File: src/rtl/irq_vector_ctl.sv
module irq_vector_ctl #(
  parameter int BANKS  = 3,
  parameter int ADDR_W = 8
) (
  input  logic                 clk,
  input  logic                 rst_n,
  input  logic [32*BANKS-1:0]  src_i,
  input  logic                 wr_en,
  input  logic [ADDR_W-1:0]    addr,
  input  logic [31:0]          wdata,
  output logic [31:0]          rdata,
  output logic                 irq_o
);
  localparam int NSRC  = 32 * BANKS;
  localparam int IDX_W = $clog2(NSRC);

  logic [NSRC-1:0]  pend, en, msk, clr, active;
  logic             nmi_q, prot;
  logic [1:0]       xctl;
  logic [IDX_W-1:0] vec_idx;

  wire nmi_rise = src_i[0] & ~nmi_q;

  always_comb begin
    clr = '0;
    for (int b = 0; b < BANKS; b++)
      if (wr_en && addr == ADDR_W'(16 + 4*b)) clr[b*32 +: 32] = wdata;
  end

  always_ff @(posedge clk or negedge rst_n) begin
    if (!rst_n) begin
      pend  <= '0;
      nmi_q <= 1'b0;
    end else begin
      nmi_q         <= src_i[0];
      pend[NSRC-1:1] <= src_i[NSRC-1:1] & ~clr[NSRC-1:1];
      pend[0]       <= (pend[0] & ~clr[0]) | nmi_rise;
    end
  end

  always_ff @(posedge clk or negedge rst_n) begin
    if (!rst_n) begin
      en   <= '0;
      msk  <= '0;
      prot <= 1'b0;
      xctl <= 2'b00;
    end else if (wr_en) begin
      if (addr == ADDR_W'(8'h08)) prot <= wdata[0];
      if (addr == ADDR_W'(8'h0C)) xctl <= wdata[1:0];
      for (int b = 0; b < BANKS; b++) begin
        if (addr == ADDR_W'(64 + 4*b)) en[b*32 +: 32]  <= wdata;
        if (addr == ADDR_W'(80 + 4*b)) msk[b*32 +: 32] <= wdata;
      end
    end
  end

  assign active = pend & en & ~msk;
  assign irq_o  = |active;

  always_comb begin
    vec_idx = '0;
    for (int k = NSRC-1; k >= 0; k--)
      if (active[k]) vec_idx = IDX_W'(k);
  end

  always_comb begin
    rdata = '0;
    if (addr == ADDR_W'(8'h00)) rdata[IDX_W+1:2] = vec_idx;
    if (addr == ADDR_W'(8'h08)) rdata[0] = prot;
    if (addr == ADDR_W'(8'h0C)) rdata[1:0] = xctl;
    for (int b = 0; b < BANKS; b++) begin
      if (addr == ADDR_W'(16 + 4*b)) rdata = pend[b*32 +: 32];
      if (addr == ADDR_W'(32 + 4*b)) rdata = pend[b*32 +: 32];
      if (addr == ADDR_W'(64 + 4*b)) rdata = en[b*32 +: 32];
      if (addr == ADDR_W'(80 + 4*b)) rdata = msk[b*32 +: 32];
    end
  end


  nmi_hold_chk: assert property (@(posedge clk) disable iff (!rst_n)
    (pend[0] && !clr[0]) |=> pend[0]);

  nmi_edge_chk: assert property (@(posedge clk) disable iff (!rst_n)
    nmi_rise |=> pend[0]);

  lvl_clear_chk: assert property (@(posedge clk) disable iff (!rst_n)
    (|clr[NSRC-1:1]) |=> ((pend[NSRC-1:1] & $past(clr[NSRC-1:1])) == '0));

  vec_enabled_chk: assert property (@(posedge clk) disable iff (!rst_n)
    irq_o |-> (en[vec_idx] && pend[vec_idx]));

  vec_unmasked_chk: assert property (@(posedge clk) disable iff (!rst_n)
    irq_o |-> !msk[vec_idx]);

  idle_vec_chk: assert property (@(posedge clk) disable iff (!rst_n)
    !irq_o |-> (vec_idx == '0));
endmodule

File: config.mk
export PLATFORM = sky130hd
export DESIGN_NAME = irq_vector_ctl
export DESIGN_NICKNAME = d
export VERILOG_FILES = /design/src/rtl/irq_vector_ctl.sv
export SDC_FILE = /design/constraint.sdc
export NUM_CORES = 1
export LEC_CHECK = 0
export ABC_AREA = 1
export BUFFER_PORTS_ARGS = -buffer_cell sky130_fd_sc_hd__buf_2
export CORE_MARGIN = 2
export CORE_UTILIZATION = 40
export CTS_CLUSTER_SIZE = 12
export DETAILED_ROUTE_END_ITERATION = 16
export SETUP_SLACK_MARGIN = 0.4
export SLEW_MARGIN = 20
export SYNTH_ARGS = -nofsm -noshare
export SYNTH_HDL_FRONTEND = slang
export SYNTH_SLANG_ARGS = --single-unit
File: constraint.sdc
create_clock -name clk -period 17.6 [get_ports clk]
set_clock_uncertainty 0.1 [all_clocks]
set_input_delay 2.64 -clock clk [delete_from_list [all_inputs] [get_ports clk]]
set_output_delay 2.64 -clock clk [all_outputs]
set_load 0.1 [all_outputs]
==> flow_metrics.tcl, run 1 <==
set metrics [dict create \
    cp_slowest_cell "buf_2" \
    netlist_area_um2 14700 \
    period_minus_slack_ps 9570 \
    synthTopCellsByArea "dfrtp_1 50%, o21ai_0 12%, nand2_1 12%, inv_1 6.5%, nand3_4 3.6%" \
    area_growth_pct 17.1 \
    switching_share_pct 26.7 \
    cp-end-kind "primary output" \
    ys_ff_latch 292 \
    reg2reg_from "en[64]" \
    drive_above_1_share_pct 14.9 \
    layout_commonest_cell "nand2_1" \
    syn_inst 1847 \
    path_depth 105 \
    synth_seq_area_share_pct 49.8 \
    fillCellCount 3576 \
    layout.nets 2136 \
    yosys.area.top_type "dfrtp_1" \
    start_util_pct 40.4 \
    seqPwrFrac_pct 43.8 \
    layout_common_cells "460 x nand2_1, 366 x o21ai_0, 292 x dfrtp_1, 254 x inv_1, 170 x buf_2" \
    cts_setup_buffers 0 \
    viasPerCell 5.30 \
    cts.clk_slew.worst_paths_ps 60 \
    dieArea_um2 38300 \
    ir_worst_vdd_mv 0.0709 \
    whs_path_depth 1 \
    power_frac_clock_pct 44.6 \
    fin_util_pct 47.3 \
    synth_edf_count 0 \
    synth_fp_nets 1986 \
    via_count 13208 \
    insertion_delay_ps 510 \
    drv_cap 0 \
    hold_viol 0 \
    reg2regPathDepth 2 \
    setup_viol 0 \
    yosysWarningCount 0 \
    cp_data_required_time_ps 14860 \
    cts_num_sinks 292 \
    multi_input_area_um2 6040 \
    track_usage_pct 25.7 \
    diodes 0 \
    cp_slowest_stage_delay_ps 430 \
    worst-path-buf-inv 1 \
    fp.dieH_um 196 \
    rows 70 \
    antenna_found_initial 0 \
    critical_path_class "reg2out" \
    ff_latch_area_um2 7310 \
    worstHoldStart "nmi_q" \
    crit_family "simple AND/OR/NAND/NOR gates" \
    core-area_um2 36300 \
    fmax_mhz 104 \
    overflow 0 \
    synthFlopType "dfrtp_1" \
    internal-power_mw 1.22 \
    cp.arrival_ps 6830 \
    postCtsHoldBufs 0 \
    synth-async-reset-ratio_pct 100 \
    grt_max_degree 158 \
    rsz0062_at_grt "no" \
    post_drt_wl_per_cell_um 19.3 \
    cp-start-kind "flip-flop" \
    status "finished, final reports clean" \
    dp_hpwl_um 33100 \
    die_w_um 196 \
    grt_pass1_vias 12739 \
    p_per_area_nw_per_um2 96.8 \
    place_congestion 0.916 \
    cp_max_fo 3 \
    combPwrFrac_pct 11.6 \
    total_leakage_power_nw 8.52 \
    ctsResizeCount 0 \
    clock_tree.buffer_depth 3 \
    hp-class "reg2reg" \
    final.period_utilization_pct 54.4 \
    yosys.area.top_type_share_pct 49.8 \
    startpoint "en[95]" \
    cts_tree "done" \
    firstDrtPassIters 6 \
    crit_top_cell "nand2_1" \
    pin_count 172 \
    cts_made_buffers 35 \
    io_buffers 171 \
    grt_pass1_wl_um 74700 \
    cts_root_buffer "clkbuf_16" \
    setup_tns_ps 0 \
    p_sw_uw 445 \
    route.detailed.drc 0 \
    wl_um 48000 \
    htreeDepth 2 \
    relSlewSlack_pct 24.4 \
    drt_iter0_drc 1066 \
    tightest_slew_ps 1130 \
    detail-route-antenna-nets 0 \
    avgSynthCellArea_um2 7.95 \
    ys_types 38 \
    drv_slew 0 \
]
## routing by layer
| metal | up-vias | global-route usage, % | share of wire, % |
|---|---|---|---|
| met2 | 509 | 40.1 | 44 |
| met5 | - | 0 | 0 |
| li1 | 6323 | - | - |
| met1 | 6291 | 36.3 | 45 |
| met4 | 0 | 7.04 | 2.5 |
| met3 | 85 | 5.25 | 7.9 |
## layout make-up
class / count / share of cell area, %
clock buffers: 54 / 6.51
clock inverters: 8 / 0.415
inverters: 262 / 5.97
multi-input cells: 1215 / 35.1
flip-flops and latches: 292 / 42.5
well taps: 468 / 3.41
repair buffers: 191 / 6.10
## metrics by stage
| step | total power, mW | cell area [µm²] | std cells | setup slack (ps) | hold slack [ps] |
|---|---|---|---|---|---|
| 4_1_cts | 1.68 | 17200 | 2489 | 8010 | 318 |
| 3_5_place_dp | 0.933 | 16000 | 2427 | 8610 | 312 |
| 3_3_place_gp | 0.931 | 16000 | 2427 | 8580 | 309 |
| 6_report | 1.66 | 17200 | 2490 | 8030 | 314 |
| 2_1_floorplan | 0.860 | 14700 | 1847 | 8650 | 300 |
| 5_1_grt | 1.73 | 17200 | 2490 | 6930 | 355 |
## worst paths after layout
kind,endpoint,slack (ps)
min reg2reg,pend[0],310
max in group asynchronous,en[45],14200
min,pend[0],310
min in group asynchronous,pend[2],1940
max,rdata[2],8030
max reg2reg,en[64],16730
## cell families after synthesis
group	count (synthesis)	synth area share, %
flops	292	49.8
compound gates	527	19.6
simple gates	688	21.2
buf+inv	340	9.40
## synth_stat cells, types with 2 or more instances
library cell,number
o31ai_1,4
nand3_4,30
a211oi_1,25
a221oi_1,6
buf_6,3
nand4_1,8
dfrtp_1,292
nand2_1,466
o22ai_1,44
nand3_1,48
o21bai_1,3
inv_2,2
or2_2,2
inv_1,255
o2111ai_1,3
a22oi_1,16
bufinv_8,3
a21oi_1,35
nor3_1,10
clkbuf_8,3
o211ai_1,4
o21ai_0,366
o21ai_1,7
a21boi_0,4
clkbuf_1,70
nor2_1,119
a31oi_1,8
## power groups by stage
stage / clock network [mW] / registers (mW) / logic (mW)
final: 0.742 / 0.730 / 0.193
after global routing: 0.777 / 0.734 / 0.222
after CTS: 0.755 / 0.730 / 0.193
after detailed placement: 0 / 0.741 / 0.192
after global placement: 0 / 0.740 / 0.191
after floorplan: 0 / 0.735 / 0.125
## flip-flops by register name (all words and copies together) (netlist names)
register,cells
en,96
msk,96
pend,96
xctl,2
nmi_q,1
prot,1
Power figures use the tool's default switching activity.
==> run 2, diff against run 1 <==
==> constraint.sdc (replaced) <==
create_clock -name clk -period 9.4 [get_ports clk]
set_clock_uncertainty 0.1 [all_clocks]
set_input_delay 1.41 -clock clk [delete_from_list [all_inputs] [get_ports clk]]
set_output_delay 1.41 -clock clk [all_outputs]
set_load 0.1 [all_outputs]
==> run 2 against run 1 <==
Compared with the run above: design area down 0.46%; register-to-register slack worse by 8200 ps; sequential share of layout area up 0.20 points; core utilization down 0.22 points; die area unchanged; combinational power up 87%; via count unchanged; critical path depth unchanged; wire length up 0.32%; largest cell class unchanged; highest routed layer unchanged.
==> flow_metrics.tcl, run 2 (same netlist as run 1, synthesis figures left out) <==
set metrics [dict create \
    r2r_slack_ps 8530 \
    area_growth_pct 16.6 \
    drive_above_1_share_pct 14.8 \
    reg2reg_from "en[63]" \
    die_w_um 196 \
    clock_tree.buffer_depth 3 \
    wl_um 48200 \
    drv_cap 0 \
    cts_root_buffer "clkbuf_16" \
    hold_viol 0 \
    cp_slowest_cell "dfrtp_1" \
    cp.arrival_ps 6660 \
    p_per_area_nw_per_um2 177 \
    total_leakage_power_nw 8.45 \
    fp.dieH_um 196 \
    combPwrFrac_pct 11.9 \
    cts_made_buffers 35 \
    cts_num_sinks 292 \
    tightest_slew_ps 1170 \
    power_frac_clock_pct 43.0 \
    setup_viol 0 \
    cp-endpoint "rdata[2]" \
    setup_tns_ps 0 \
    place_worst_setup_slack_ps 1600 \
    fmax_mhz 122 \
    start_util_pct 40.4 \
    top_regs "en (96), msk (96), pend (96)" \
    grt_max_degree 112 \
    postCtsHoldBufs 0 \
    overflow 0 \
    firstDrtPassIters 6 \
    drv_slew 0 \
    io_buffers 171 \
    via_count 13208 \
    dp_hpwl_um 32800 \
    grt_pass1_vias 12562 \
    relSlewSlack_pct 22.0 \
    core-area_um2 36300 \
    route.detailed.drc 0 \
    rows 70 \
    place_congestion 0.872 \
    status "finished, final reports clean" \
    period_minus_slack_ps 8170 \
    final.period_utilization_pct 86.9 \
    detail-route-antenna-nets 0 \
    layout_common_cells "457 x nand2_1, 366 x o21ai_0, 292 x dfrtp_1, 253 x inv_1, 169 x buf_2" \
    setup_slack_ps 1230 \
    post_drt_wl_per_cell_um 19.3 \
    cts.clk_slew.worst_paths_ps 60 \
    track_usage_pct 25.5 \
    pin_count 172 \
    crit_top_cell "nand2_1" \
    htreeDepth 2 \
    insertion_delay_ps 510 \
    layout.nets 2138 \
    cp_data_required_time_ps 7890 \
    antenna_found_initial 1 \
    dieArea_um2 38300 \
    grt_pass1_wl_um 74000 \
    startpoint "en[95]" \
    ir_worst_vdd_mv 0.134 \
    cp_slowest_stage_delay_ps 400 \
    cp_max_fo 3 \
    internal-power_mw 2.21 \
    cp-end-kind "primary output" \
    viasPerCell 5.30 \
    cp-start-kind "flip-flop" \
    cts_tree "done" \
    drt_iter0_drc 992 \
    critical_path_class "reg2out" \
    layout_commonest_cell "nand2_1" \
    reg2regPathDepth 2 \
    p_sw_uw 825 \
    rsz0062_at_grt "yes" \
    seqPwrFrac_pct 45.1 \
    fin_cells 2493 \
    placed_cells 2429 \
    hp-class "reg2reg" \
    switching_share_pct 27.2 \
    timing.rr.end "en[63]" \
]
-- run 2: timing repair --
action	in CTS	in global routing
setup buffers	0	1
resized for setup	0	10
hold endpoints to repair	0	0
endpoints found under the setup margin	0	1
-- run 2: power groups by stage --
stage                     registers [mW]  logic (mW)  clock network [mW]
after global placement              1.39       0.357                   0
final                               1.37       0.361                1.30
after floorplan                     1.38       0.234                   0
after global routing                1.37       0.414                1.38
after CTS                           1.37       0.362                1.33
after detailed placement            1.39       0.360                   0
-- run 2: metrics by stage --
| step | power [mW] | area, µm² | hold slack [ps] | util, % |
|---|---|---|---|---|
| after detailed placement | 1.75 | 16000 | 322 | 43.9 |
| after global routing | 3.17 | 17100 | 395 | 47.1 |
| after global placement | 1.74 | 16000 | 308 | 43.9 |
| after CTS | 3.06 | 17100 | 329 | 47.0 |
| final | 3.03 | 17100 | 330 | 47.1 |
| after floorplan | 1.61 | 14700 | 300 | - |
-- run 2: worst max-delay path: cells and delay by family (launching register included) --
family | cells | cell delay, ps
AND/OR/NAND/NOR | 104 | 5530
flip-flops | 1 | 400
buffers and inverters | 1 | 170
-- run 2: area by class of cell --
| type | instances | area [µm²] |
|---|---|---|
| multi-input combinational | 1215 | 6040 |
| sequential | 292 | 7310 |
| tap | 468 | 586 |
| timing repair buffer | 193 | 1050 |
| fill | 3610 | 19200 |
| clock buffer | 56 | 1060 |
| inverter | 262 | 1030 |
| clock inverter | 6 | 48.8 |
| antenna | 1 | 2.50 |
-- run 2: worst min path at each step --
stage                          to  slack, ps  start  cells after the start
after CTS                 pend[0]        330  nmi_q                      1
after global routing      pend[0]        390  nmi_q                      1
after floorplan           pend[0]        300  nmi_q                      1
after global placement    pend[0]        310  nmi_q                      1
final                     pend[0]        330  nmi_q                      1
after detailed placement  pend[0]        320  nmi_q                      1
-- run 2: per-layer routing --
layer / global-route usage (%) / routed length, µm / vias to the layer above / part of all wire, %
li1: - / - / 6332 / -
met1: 35.6 / 21600 / 6315 / 45
met2: 40.7 / 21900 / 496 / 46
met3: 5.51 / 3700 / 65 / 7.7
met4: 5.54 / 920 / 0 / 1.9
met5: 0 / 0 / - / 0
==> run 3, diff against run 2 <==
--- a/config.mk
+++ b/config.mk
@@ -11,6 +11,8 @@
 export CORE_UTILIZATION = 40
 export CTS_CLUSTER_SIZE = 12
 export DETAILED_ROUTE_END_ITERATION = 16
+export MAX_ROUTING_LAYER = met4
+export RECOVER_POWER = 50
 export SETUP_SLACK_MARGIN = 0.4
 export SLEW_MARGIN = 20
 export SYNTH_ARGS = -nofsm -noshare
==> run 3 against run 2 <==
Compared with the run above: the run now ends with max-capacitance violations, max-slew violations left; first-iteration DRC count grew 3.4%; setup slack gained 3.7 ps; design area shrank 0.22%; sequential power is essentially flat; final cell count is the same; global-route usage grew 0.79 points; core utilization shrank 0.10 points; register-to-register slack lost 40 ps; fmax is essentially flat; clock power is essentially flat; critical path type unchanged; critical endpoint unchanged; largest power group unchanged.
==> flow_metrics.tcl, run 3 (same netlist as run 1, synthesis figures left out) <==
set metrics [dict create \
    status "finished, violations left" \
    violations "max-capacitance violations, max-slew violations" \
    cp_max_fo 3 \
    placed_cells 2429 \
    fp.dieH_um 196 \
    drv_cap 5 \
    layout_commonest_cell "nand2_1" \
    dieArea_um2 38300 \
    p_per_area_nw_per_um2 178 \
    io_buffers 171 \
    relSlewSlack_pct -305 \
    area_growth_pct 16.3 \
    tightest_slew_ps 6080 \
    layout.nets 2138 \
    cts_made_buffers 35 \
    worstHoldStart "nmi_q" \
    met1_length_um 21400 \
    viasPerCell 5.28 \
    final.period_utilization_pct 86.8 \
    total_leakage_power_nw 8.42 \
    firstDrtPassIters 5 \
    cp_slowest_cell "dfrtp_1" \
    drv_slew 304 \
    track_usage_pct 26.3 \
    hp-class "reg2reg" \
    cp.arrival_ps 6650 \
    cts.clk_slew.worst_paths_ps 60 \
    antenna_found_initial 1 \
    ir_worst_vdd_mv 0.133 \
    layout_common_cells "459 x nand2_1, 366 x o21ai_0, 292 x dfrtp_1, 253 x inv_1, 168 x buf_2" \
    insertion_delay_ps 510 \
    setup_viol 0 \
    via_count 13170 \
    finalPower_mw 3.03 \
    cts_tree "done" \
    place_congestion 0.887 \
    grt_pass1_wl_um 74000 \
    cp-start-kind "flip-flop" \
    cts_num_sinks 292 \
    die_w_um 196 \
    wl_met3_um 3990 \
    reg2reg_from "en[63]" \
    start_util_pct 40.4 \
    clock_tree.buffer_depth 3 \
    overflow 0 \
    top_regs "en (96), msk (96), pend (96)" \
    postCtsHoldBufs 0 \
    fmax_mhz 122 \
    setup_tns_ps 0 \
    rsz0062_at_grt "yes" \
    startpoint "en[95]" \
    rows 70 \
    fin_cells 2493 \
    cp_slowest_stage_delay_ps 400 \
    period_minus_slack_ps 8160 \
    wl_met2_um 21900 \
    wl_um 48200 \
    crit_top_cell "nand2_1" \
    cp-end-kind "primary output" \
    highest_layer "met4" \
    fin_util_pct 47.0 \
    drive_above_1_share_pct 14.4 \
    core-area_um2 36300 \
    grt_max_degree 112 \
    hold_viol 0 \
    dp_hpwl_um 32800 \
    detail-route-antenna-nets 0 \
    cp_data_required_time_ps 7890 \
    route.detailed.drc 0 \
    post_drt_wl_per_cell_um 19.3 \
    fillCellCount 3615 \
    cts_root_buffer "clkbuf_16" \
    htreeDepth 2 \
    grt_pass1_vias 12543 \
    pin_count 172 \
    drt_iter0_drc 1026 \
    critical_path_class "reg2out" \
]
-- run 3: cell count changes in the layout (fill, tap and decap cells not counted), sizes merged --
cell,change
buf,-8
clkbuf,+8
-- run 3: per-layer routing --
metal / global-route usage, % / vias up
met1: 36.0 / 6281
li1: - / 6328
met3: 5.18 / 63
met5: - / -
met2: 40.5 / 498
met4: 5.54 / 0
-- run 3: worst paths after layout --
path,to,slack [ps],cells past startpoint
hold / removal,pend[0],330,1
setup reg to reg,en[63],8490,2
max in group asynchronous,en[48],1730,3
min in group asynchronous,pend[2],3060,1
hold reg to reg,pend[0],330,1
setup / recovery,rdata[2],1240,105
-- run 3: final cells by class --
cell class	instances	area (µm²)	share of cell area, %
multi-input cells	1215	6040	35.4
repair buffers	193	1010	5.93
well taps	468	586	3.43
clock buffers	56	1060	6.18
diodes	1	2.50	0.0147
inverters	262	1030	6.01
clock inverters	6	48.8	0.286
flip-flops and latches	292	7310	42.8
-- run 3: critical path, delay by kind of cell, from the launching register on --
family,cells,cell delay (ps)
buf+inv,1,170
flops,1,400
simple gates,104,5530
-- run 3: per-stage QoR --
step	cell area, µm²	setup WS [ps]	hold WS [ps]
2_1_floorplan	14700	2450	300
3_3_place_gp	16000	1570	308
3_5_place_dp	16000	1600	322
4_1_cts	17100	990	329
5_1_grt	17100	119	395
6_report	17100	1240	329
-- run 3: report_power, final --
group | switching (mW) | total [mW] | internal [mW]
sequential | 0.0475 | 1.37 | 1.32
clock | 0.534 | 1.30 | 0.771
combinational | 0.244 | 0.360 | 0.117
-- run 3: timing repair --
action / 4_1_cts / 5_1_grt
resized for setup: 0 / 10
endpoints found under the setup margin: 0 / 1
buffers inserted: 0 / 1
